--- src/rtl/cmp_timer_pkg.sv ---
`timescale 1ns/1ps
package cmp_timer_pkg;

  typedef enum logic [1:0] {
    REG_CTRL  = 2'd0,
    REG_COUNT = 2'd1,
    REG_CMP   = 2'd2,
    REG_NONE  = 2'd3
  } reg_sel_e;

  typedef enum logic [1:0] {
    ACT_HOLD   = 2'd0,
    ACT_TOGGLE = 2'd1,
    ACT_CLEAR  = 2'd2,
    ACT_SET    = 2'd3
  } pin_act_e;

  // stored control bits 6:0; bit 7 (force) is never stored
  typedef struct packed {
    logic       pwm;
    pin_act_e   act;
    logic       ctc;
    logic [2:0] cs;
  } ctrl_t;

  // log2 of the division ratio for each clock-select code
  function automatic int unsigned cs_shift(input logic [2:0] cs);
    case (cs)
      3'd2:    return 3;
      3'd3:    return 5;
      3'd4:    return 6;
      3'd5:    return 7;
      3'd6:    return 8;
      3'd7:    return 10;
      default: return 0;
    endcase
  endfunction

  function automatic logic apply_act(input pin_act_e a, input logic cur);
    case (a)
      ACT_TOGGLE: return ~cur;
      ACT_CLEAR:  return 1'b0;
      ACT_SET:    return 1'b1;
      default:    return cur;
    endcase
  endfunction

endpackage

--- src/rtl/cmp_timer_prescaler.sv ---
`timescale 1ns/1ps
module cmp_timer_prescaler
  import cmp_timer_pkg::*;
#(
  parameter int unsigned PRE_W = 10
) (
  input  logic       clk,
  input  logic       rst,
  input  logic [2:0] cs,
  output logic       tick
);

  logic [PRE_W-1:0] pre_q;
  logic [7:0]       hit;

  always_ff @(posedge clk) begin
    if (rst) pre_q <= '0;
    else     pre_q <= pre_q + 1'b1;
  end

  assign hit[0] = 1'b0;

  for (genvar g = 1; g < 8; g++) begin : g_tap
    localparam int unsigned    SH   = cs_shift(3'(g));
    localparam logic [PRE_W-1:0] MASK = PRE_W'((64'd1 << SH) - 64'd1);
    assign hit[g] = ((pre_q & MASK) == MASK);
  end

  assign tick = hit[cs];

endmodule

--- src/rtl/cmp_timer_core.sv ---
`timescale 1ns/1ps
module cmp_timer_core #(
  parameter int unsigned CNT_W = 8
) (
  input  logic             clk,
  input  logic             rst,
  input  logic             tick,
  input  logic             ctc_en,
  input  logic [CNT_W-1:0] ocr,
  input  logic             cnt_wr,
  input  logic [CNT_W-1:0] cnt_wdata,
  input  logic             flag_clr,
  output logic [CNT_W-1:0] cnt,
  output logic             match,
  output logic             flag
);

  logic sup_q;  // blocks the match on the first tick after a count write

  assign match = tick && !cnt_wr && !sup_q && (cnt == ocr);

  always_ff @(posedge clk) begin
    if (rst) begin
      cnt   <= '0;
      sup_q <= 1'b0;
    end else if (cnt_wr) begin
      cnt   <= cnt_wdata;
      sup_q <= 1'b1;
    end else if (tick) begin
      sup_q <= 1'b0;
      if (match && ctc_en) cnt <= '0;
      else                 cnt <= cnt + 1'b1;
    end
  end

  always_ff @(posedge clk) begin
    if (rst)           flag <= 1'b0;
    else if (match)    flag <= 1'b1;
    else if (flag_clr) flag <= 1'b0;
  end

endmodule

--- src/rtl/cmp_timer_wave.sv ---
`timescale 1ns/1ps
module cmp_timer_wave
  import cmp_timer_pkg::*;
(
  input  logic     clk,
  input  logic     rst,
  input  logic     match,
  input  logic     pwm,
  input  pin_act_e act,
  input  logic     force_hit,
  input  pin_act_e force_act,
  output logic     wave
);

  always_ff @(posedge clk) begin
    if (rst)                 wave <= 1'b0;
    else if (force_hit)      wave <= apply_act(force_act, wave);
    else if (match && !pwm)  wave <= apply_act(act, wave);
  end

endmodule

--- src/rtl/cmp_timer.sv ---
`timescale 1ns/1ps
module cmp_timer
  import cmp_timer_pkg::*;
#(
  parameter int unsigned CNT_W = 8,
  parameter int unsigned PRE_W = 10
) (
  input  logic             clk,
  input  logic             rst,
  input  logic             bus_wr,
  input  logic [1:0]       bus_addr,
  input  logic [CNT_W-1:0] bus_wdata,
  input  logic [1:0]       rd_addr,
  output logic [CNT_W-1:0] rd_data,
  input  logic             flag_clr,
  output logic             cmp_flag,
  output logic             wave_out
);

  localparam int unsigned CTRL_W    = $bits(ctrl_t);
  localparam int unsigned FORCE_BIT = CTRL_W;
  localparam int unsigned PWM_BIT   = CTRL_W - 1;

  ctrl_t            ctrl_q;
  logic [CNT_W-1:0] ocr_q;
  logic [CNT_W-1:0] cnt_q;
  logic             ctrl_wr, cnt_wr, ocr_wr;
  logic             force_hit, tick, match, ctc_en;
  ctrl_t            wr_ctrl;

  assign ctrl_wr = bus_wr && (reg_sel_e'(bus_addr) == REG_CTRL);
  assign cnt_wr  = bus_wr && (reg_sel_e'(bus_addr) == REG_COUNT);
  assign ocr_wr  = bus_wr && (reg_sel_e'(bus_addr) == REG_CMP);
  assign wr_ctrl = ctrl_t'(bus_wdata[CTRL_W-1:0]);

  // force acts only when the mode bits written alongside it are non-PWM
  assign force_hit = ctrl_wr && bus_wdata[FORCE_BIT] && !bus_wdata[PWM_BIT];
  assign ctc_en    = ctrl_q.ctc && !ctrl_q.pwm;

  always_ff @(posedge clk) begin
    if (rst) begin
      ctrl_q <= '0;
      ocr_q  <= '0;
    end else begin
      if (ctrl_wr) ctrl_q <= wr_ctrl;
      if (ocr_wr)  ocr_q  <= bus_wdata;
    end
  end

  always_comb begin
    case (reg_sel_e'(rd_addr))
      REG_CTRL:  rd_data = CNT_W'(ctrl_q);
      REG_COUNT: rd_data = cnt_q;
      REG_CMP:   rd_data = ocr_q;
      default:   rd_data = '0;
    endcase
  end

  cmp_timer_prescaler #(.PRE_W(PRE_W)) pre_i (
    .clk  (clk),
    .rst  (rst),
    .cs   (ctrl_q.cs),
    .tick (tick)
  );

  cmp_timer_core #(.CNT_W(CNT_W)) core_i (
    .clk       (clk),
    .rst       (rst),
    .tick      (tick),
    .ctc_en    (ctc_en),
    .ocr       (ocr_q),
    .cnt_wr    (cnt_wr),
    .cnt_wdata (bus_wdata),
    .flag_clr  (flag_clr),
    .cnt       (cnt_q),
    .match     (match),
    .flag      (cmp_flag)
  );

  cmp_timer_wave wave_i (
    .clk       (clk),
    .rst       (rst),
    .match     (match),
    .pwm       (ctrl_q.pwm),
    .act       (ctrl_q.act),
    .force_hit (force_hit),
    .force_act (wr_ctrl.act),
    .wave      (wave_out)
  );

endmodule

--- config.mk ---
export PLATFORM = sky130hd
export DESIGN_NAME = cmp_timer
export DESIGN_NICKNAME = d
export VERILOG_FILES = /design/src/rtl/cmp_timer_pkg.sv /design/src/rtl/cmp_timer_prescaler.sv /design/src/rtl/cmp_timer_core.sv /design/src/rtl/cmp_timer_wave.sv /design/src/rtl/cmp_timer.sv
export SDC_FILE = /design/constraint.sdc
export NUM_CORES = 1
export LEC_CHECK = 0
export ABC_AREA = 1
export BUFFER_PORTS_ARGS = -buffer_cell sky130_fd_sc_hd__buf_2
export CAP_MARGIN = 10
export CORE_ASPECT_RATIO = 0.5
export CORE_MARGIN = 5
export CORE_UTILIZATION = 30
export CTS_CLUSTER_DIAMETER = 50
export DETAILED_ROUTE_END_ITERATION = 8
export MAX_ROUTING_LAYER = met4
export PLACE_DENSITY = 0.58
export SLEW_MARGIN = 30
export SYNTH_ARGS = -nofsm -noshare
export SYNTH_HDL_FRONTEND = slang
export SYNTH_SLANG_ARGS = --single-unit
--- constraint.sdc ---
create_clock -name clk -period 2.4 [get_ports clk]
set_input_delay 0 -clock clk [delete_from_list [all_inputs] [get_ports clk]]
set_output_delay 0 -clock clk [all_outputs]
set_load 0.01 [all_outputs]
==> run_results.csv, run 1 <==
group,metric,value,unit
clocking,clock_latency,0.28,ns
timing,relSlewSlack,0.599,
setup_path,critPathKind,"reg -> reg",
clocking,ctsLongestPathBuffers,2,
floorplanning,start_util,0.311,
synthesis,synth_most_common_cell,"nand2_1",
floorplanning,ioPinCount,26,
setup_path,cp_max_fo,8,
clocking,path_clk_slew,0.06,ns
setup_path,endpoint_kind,"flop",
final_layout,diodes,0,
synthesis,synth_warnings,0,
floorplanning,row_count,21,
timing,finalHoldViolations,4,
global_route,grt_pass1_wl,8490,um
setup_path,start_kind,"flop",
synthesis,syn-cell-area,0.00208,mm2
synthesis,synth.net_count,322,
timing,tns,0,ns
timing,maxSlewViolCount,0,
floorplanning,core,0.00670,mm2
pwr,power,1.50,mW
placed_design,placed_area,0.00231,mm2
final_layout,areaGrowthSynthToFinish,18.6,%
final_layout,layout.cells.non_filler,421,
final_layout,post-route-cell-area,0.00247,mm2
timing,finalCritPeriodShare,0.749,
pwr,irDropWorstVdd,277,uV
synthesis,synth-seq-cells,36,
timing,fmaxAchievable,556,MHz
global_route,grt_usage,0.125,
timing,worst_slew_pin_slew,0.601,ns
setup_path,required,2.60,ns
timing,holdWs,-0.00424,ns
floorplanning,die_y,68.9,um
min_path,hold_path_class,"in -> reg",
placed_design,place_congestion,0.822,
pwr,clkPwrFrac,0.443,
detailed_routing,wirelength,4960,um
synthesis,synth-edff-count,0,
synthesis,synthFlopType,"dfxtp_1",
detailed_routing,drt_iter0_drc,105,
synthesis,synth.distinct_cells,32,
detailed_routing,ant_nets,0,
synthesis,synth_top_cell_area_share,0.346,
placed_design,hpwl,3770,um
detailed_routing,drtPass1Iterations,4,
clocking,cts-root-buf,"clkbuf_16",
detailed_routing,vias,1860,
pwr,switching_share,0.250,
detailed_routing,avgViaCountPerCell,4.42,
timing,final-setup-viol-count,0,
final_layout,drive_gt1_frac,0.179,
detailed_routing,drc,0,
setup_path,cp.arrival,2.00,ns
pwr,pwr_density_cell,609,mW/mm2
pwr,p_switching,0.376,mW
pwr,pwr-share-seq,0.432,
placed_design,placedCellCount,413,
global_route,antenna_found_initial,0,
final_layout,fin_nets,350,
clocking,clock_sinks,36,
status,status,"finished, violations left",
clocking,cts_buffers,5,
synthesis,synthArstFlopShare,0,
timing,rsz0062_at_grt,"no",
timing,skew,0.00567,ns
synthesis,synthTopCellsByCount,"nand2_1, inv_1, dfxtp_1",
synthesis,avgSynthCellArea,6.92,um2
global_route,gr-total-overflow,0,
status,failed_checks,"hold timing",
floorplanning,die_x,128,um
synthesis,yosysSeqAreaShare,0.346,
detailed_routing,wl_per_cell,11.8,um
clocking,cts_tree,"done",
pwr,p_leak,1.03,nW
timing,period_needed,1.80,ns
synthesis,synth_area_leader_cell,"dfxtp_1",
final_layout,fillCellCount,715,
clocking,cts_max_level,2,
pwr,power.internal,1.13,mW
floorplanning,dieArea,0.00881,mm2
global_route,grt_max_degree,22,
synthesis,netlist_top_cells_area,"dfxtp_1, nand2_1, inv_1",
synthesis,synth_cells,301,
job,max_cap_violations,0,
pwr,comb_power_share,0.125,
clocking,cts-resized-gates,0,
global_route,grt_pass1_vias,1807,
placed_design,portBuffers,25,
## area by class of cell
cell class              instances  area [um2]  area share
multi-input cells             202        1120       0.453
flip-flops and latches         36         721       0.292
inverters                      56         213      0.0862
clock buffers                   7         153      0.0618
repair buffers                 28         150      0.0608
well taps                      92         115      0.0466
## cells in the final DEF, fill, tap and decap left out
master          n
nor2_1         26
nand4_1         2
nor2_4          3
buf_4           2
o211ai_1        3
dfxtp_1        36
nand4_4         1
o21ai_1        11
nand2_4         2
dlygate4sd3_1   1
o221ai_1        5
clkbuf_16       5
o21ai_0        21
nor3_2          1
xor2_1          3
a21oi_1        25
ha_1            5
buf_2          25
nor3_4          2
nand3_1         7
a21oi_2         6
xnor2_1         3
a211oi_1        1
nand2_2         1
inv_4           1
nand3_2         3
nor3_1          3
inv_2           2
nor2_2          2
inv_1          53
nand2_1        64
o221ai_2        1
a31oi_1         1
clkbuf_8        2
## kinds of logic (layout without fill, tap and decap cells)
family                     count (synthesis)  after routing  share of synthesized area
AOI/OAI and AO/OA                         74             74                      0.208
xor gates and xnor gates                   6              6                     0.0252
adders and majority gates                  5              5                     0.0300
buffers and inverters                     63             91                      0.117
DFF                                       36             36                      0.346
and+or+nand+nor                          117            117                      0.273
## per-stage QoR
stage	worst slack, ns	utilization
3_3_place_gp	0.623	0.344
3_5_place_dp	0.596	0.344
5_1_grt	0.407	0.368
6_report	0.602	0.368
4_1_cts	0.578	0.368
2_1_floorplan	0.758	-
## what timing repair did
item / CTS / global route
buffers inserted: 0 / 0
hold buffers: 1 / 0
hold endpoints to repair: 1 / 0
## worst max-delay path: stages, from the launching register on
cell and delay [ns]:
dfxtp_1 0.32, ha_1 0.21, nand2_1 0.11, nor2_4 0.05, ha_1 0.18, o221ai_2 0.22, nand2_4 0.11, nor2_4 0.19
nand2_1 0.07, o21ai_1 0.07, inv_1 0.05, a21oi_1 0.14
## metal layers
| metal | global-route usage | share of wire |
|---|---|---|
| met3 | 0.0185 | 0.029 |
| met5 | - | 0 |
| met1 | 0.164 | 0.51 |
| met2 | 0.201 | 0.44 |
| met4 | 0.0397 | 0.017 |
## power by group through the flow
stage          Sequential (mW)  Clock [mW]  Combinational, mW
3_5_place_dp             0.662           0              0.187
4_1_cts                  0.649       0.678              0.190
3_3_place_gp             0.662           0              0.188
6_report                 0.649       0.666              0.188
5_1_grt                  0.653       0.700              0.214
2_1_floorplan            0.653           0              0.137
## final timing paths
check | start | end | slack [ns] | depth (start not counted)
min | bus_wdata[7] | ocr_q[7]$_SDFFE_PP0P_ | -0.004 | 3
max reg2reg | pre_i.pre_q[0]$_SDFF_PP0_ | core_i.cnt[0]$_SDFFE_PP0P_ | 0.60 | 11
max | pre_i.pre_q[0]$_SDFF_PP0_ | core_i.cnt[0]$_SDFFE_PP0P_ | 0.60 | 11
min reg2reg | pre_i.pre_q[0]$_SDFF_PP0_ | pre_i.pre_q[0]$_SDFF_PP0_ | 0.45 | 1
## registers in the layout, indices dropped and copies added, names as in the netlist
name	count
pre_i.pre_q	10
core_i.cnt	8
ocr_q	8
ctrl_q	7
core_i.flag	1
core_i.sup_q	1
wave_i.wave	1
Power figures use the tool's default switching activity.
==> inputs of run 2 (changes only) <==
--- a/config.mk
+++ b/config.mk
@@ -14,7 +14,7 @@
 export CTS_CLUSTER_DIAMETER = 50
 export DETAILED_ROUTE_END_ITERATION = 8
 export MAX_ROUTING_LAYER = met4
-export PLACE_DENSITY = 0.58
+export PLACE_DENSITY = 0.59
 export SLEW_MARGIN = 30
 export SYNTH_ARGS = -nofsm -noshare
 export SYNTH_HDL_FRONTEND = slang
==> constraint.sdc (replaced) <==
create_clock -name clk -period 1.5 [get_ports clk]
set_input_delay 0 -clock clk [delete_from_list [all_inputs] [get_ports clk]]
set_output_delay 0 -clock clk [all_outputs]
set_load 0.01 [all_outputs]
==> run 2 against run 1 <==
  * The flow finishes with violations (hold timing, setup timing)
  * Critical path depth stayed put
  * Register-to-register slack worse by 0.80 ns
  * Clock skew fell by 0.0013 ns
  * Die area stayed put
  * Total power rose by 59%
  * Maximum frequency is 5.7% higher
  * First-iteration DRC count grew 14%
  * Largest power group is now registers
==> run_results.csv, run 2 (synthesis results as in run 1) <==
group,metric,value,unit
final_layout,drive_gt1_frac,0.307,
floorplanning,die_x,128,um
detailed_routing,wl_per_cell,12.1,um
floorplanning,die_y,68.9,um
global_route,grt_usage,0.134,
pwr,pwr_density_cell,852,mW/mm2
final_layout,reg.largest.list,"pre_i.pre_q: 10 flops, core_i.cnt: 8 flops, ocr_q: 8 flops",
global_route,grt_max_degree,21,
global_route,gr-total-overflow,0,
final_layout,areaGrowthSynthToFinish,34.6,%
pwr,power.internal,1.76,mW
setup_path,required,1.66,ns
setup_path,rrSetupSlack,-0.20,ns
final_layout,fin_nets,382,
setup_path,crit_path_start,"pre_i.pre_q[0]$_SDFF_PP0_",
timing,holdWs,-0.00213,ns
pwr,switching_share,0.263,
setup_path,crit_top_cell,"nand2_4",
setup_path,path_cells,"ha_4 > nand2_4 > nor2_4 > ha_4 > o221ai_4 > nand2_4 > nand2_4 > inv_4 > nand4_4 > nand2_1 > a21oi_2",
detailed_routing,vias,2017,
clocking,ctsLongestPathBuffers,2,
floorplanning,row_count,21,
clocking,clock_latency,0.27,ns
setup_path,crit_buf_inv,1,
pwr,comb_power_share,0.157,
setup_path,cp.arrival,1.86,ns
timing,fmaxAchievable,588,MHz
clocking,cts-root-buf,"clkbuf_16",
timing,skew,0.00440,ns
setup_path,endpoint_kind,"flop",
status,status,"finished, violations left",
clocking,path_clk_slew,0.06,ns
setup_path,worstReg2RegStart,"pre_i.pre_q[0]$_SDFF_PP0_",
detailed_routing,drt_iter0_drc,120,
pwr,clkPwrFrac,0.408,
pwr,pwr-share-seq,0.434,
pwr,p_switching,0.629,mW
setup_path,cp_max_fo,8,
final_layout,top_register,"pre_i.pre_q",
detailed_routing,drtPass1Iterations,4,
final_layout,final_cell_mix,"nand2_1, inv_1, dfxtp_1",
min_path,hold_path_class,"in -> reg",
setup_path,start_kind,"flop",
pwr,p_leak,1.20,nW
placed_design,place_congestion,0.854,
clocking,cts_buffers,5,
floorplanning,dieArea,0.00881,mm2
placed_design,hpwl,4190,um
global_route,grt_pass1_wl,8940,um
setup_path,critPathMaxStageDelay,0.35,ns
global_route,antenna_found_initial,0,
detailed_routing,drc,0,
global_route,grt_pass1_vias,1921,
floorplanning,start_util,0.311,
floorplanning,ioPinCount,26,
timing,finalHoldViolations,2,
timing,final-setup-viol-count,12,
final_layout,final_common_cell,"nand2_1",
timing,finalCritPeriodShare,1.13,
placed_design,placed_area,0.00256,mm2
clocking,cts_tree,"done",
detailed_routing,wirelength,5490,um
final_layout,largest_reg_flops,10,
status,failed_checks,"hold timing, setup timing",
setup_path,crit_path_end,"core_i.cnt[7]$_SDFFE_PP0P_",
timing,rsz0062_at_grt,"yes",
setup_path,cpLargestDelayFamily,"simple AND/OR/NAND/NOR gates",
setup_path,critPathSlowestCell,"dfxtp_2",
detailed_routing,ant_nets,0,
final_layout,diodes,0,
placed_design,portBuffers,25,
final_layout,post-route-cell-area,0.00280,mm2
placed_design,pre_cts_ws,-0.182,ns
job,max_cap_violations,0,
timing,setup_slack,-0.201,ns
clocking,clock_sinks,36,
clocking,cts_max_level,2,
setup_path,critPathKind,"reg -> reg",
pwr,irDropWorstVdd,534,uV
timing,relSlewSlack,0.646,
detailed_routing,avgViaCountPerCell,4.45,
timing,period_needed,1.70,ns
setup_path,timing.rr.end,"core_i.cnt[7]$_SDFFE_PP0P_",
setup_path,worst-path-stages,11,
setup_path,rr_worst_depth,11,
timing,worst_slew_pin_slew,0.529,ns
floorplanning,core,0.00670,mm2
final_layout,postLayoutCoreUtil,0.418,
timing,maxSlewViolCount,0,
## run 2: changes by cell type in the layout (fill, tap and decap cells not counted), moves of 2 or more
| cell | delta |
|---|---|
| nand2_1 | -9 |
| nand3_2 | +2 |
| nand3_1 | -2 |
| dfxtp_2 | +2 |
| ha_1 | -3 |
| nand2_2 | +8 |
| ha_4 | +2 |
| buf_4 | +30 |
| clkbuf_8 | -2 |
| o21ai_0 | -2 |
| dfxtp_1 | -2 |
## run 2: tightest hold or removal path: stages
cell	delay [ns]
buf_2	0.07
inv_1	0.05
a21oi_1	0.11
## run 2: cell type report
class / instances / area [um2]
fill: 685 / 3900
multi-input combinational: 202 / 1210
sequential: 36 / 723
timing repair buffer: 60 / 407
inverter: 56 / 215
clock buffer: 6 / 129
tap: 92 / 115
clock inverter: 1 / 5.00
## run 2: repair_timing
action                                  CTS  global route
resized for setup                         6            14
endpoints found under the setup margin   11            13
endpoints found under the hold margin     1             0
buffers inserted                          1             3
pin swaps                                 6             8
hold buffers                              1             0
## run 2: power by group through the flow
stage	sequential, mW	clock, mW	combinational [mW]
after floorplan	1.05	0	0.222
after CTS	1.04	0.994	0.369
final	1.04	0.975	0.376
after detailed placement	1.06	0	0.359
after global placement	1.06	0	0.357
after global routing	1.04	1.02	0.420
## run 2: worst min path at each step
| stage | start | to | slack, ns | depth (start not counted) |
|---|---|---|---|---|
| 2_1_floorplan | bus_wdata[7] | ocr_q[7]$_SDFFE_PP0P_ | 0.15 | 2 |
| 3_3_place_gp | flag_clr | core_i.flag$_SDFFE_PP0P_ | 0.27 | 4 |
| 3_5_place_dp | flag_clr | core_i.flag$_SDFFE_PP0P_ | 0.27 | 4 |
| 4_1_cts | bus_wdata[3] | ctrl_q[3]$_SDFFE_PP0P_ | 0.007 | 3 |
| 5_1_grt | bus_wdata[7] | ocr_q[7]$_SDFFE_PP0P_ | 0.02 | 3 |
| 6_report | bus_wdata[3] | ctrl_q[3]$_SDFFE_PP0P_ | -0.002 | 3 |
## run 2: per-layer routing
| metal | GRT usage | routed length (um) |
|---|---|---|
| met1 | 0.163 | 2630 |
| met3 | 0.0254 | 146 |
| met5 | - | 0 |
| met2 | 0.229 | 2620 |
| met4 | 0.0476 | 92 |
## run 2: stage by stage
step	total power, mW	setup TNS [ns]	instances
after floorplan	1.27	-0.281	301
after global placement	1.41	-1.11	441
final	2.39	-1.87	453
after global routing	2.48	-3.27	453
after CTS	2.40	-1.70	450
after detailed placement	1.42	-1.43	441
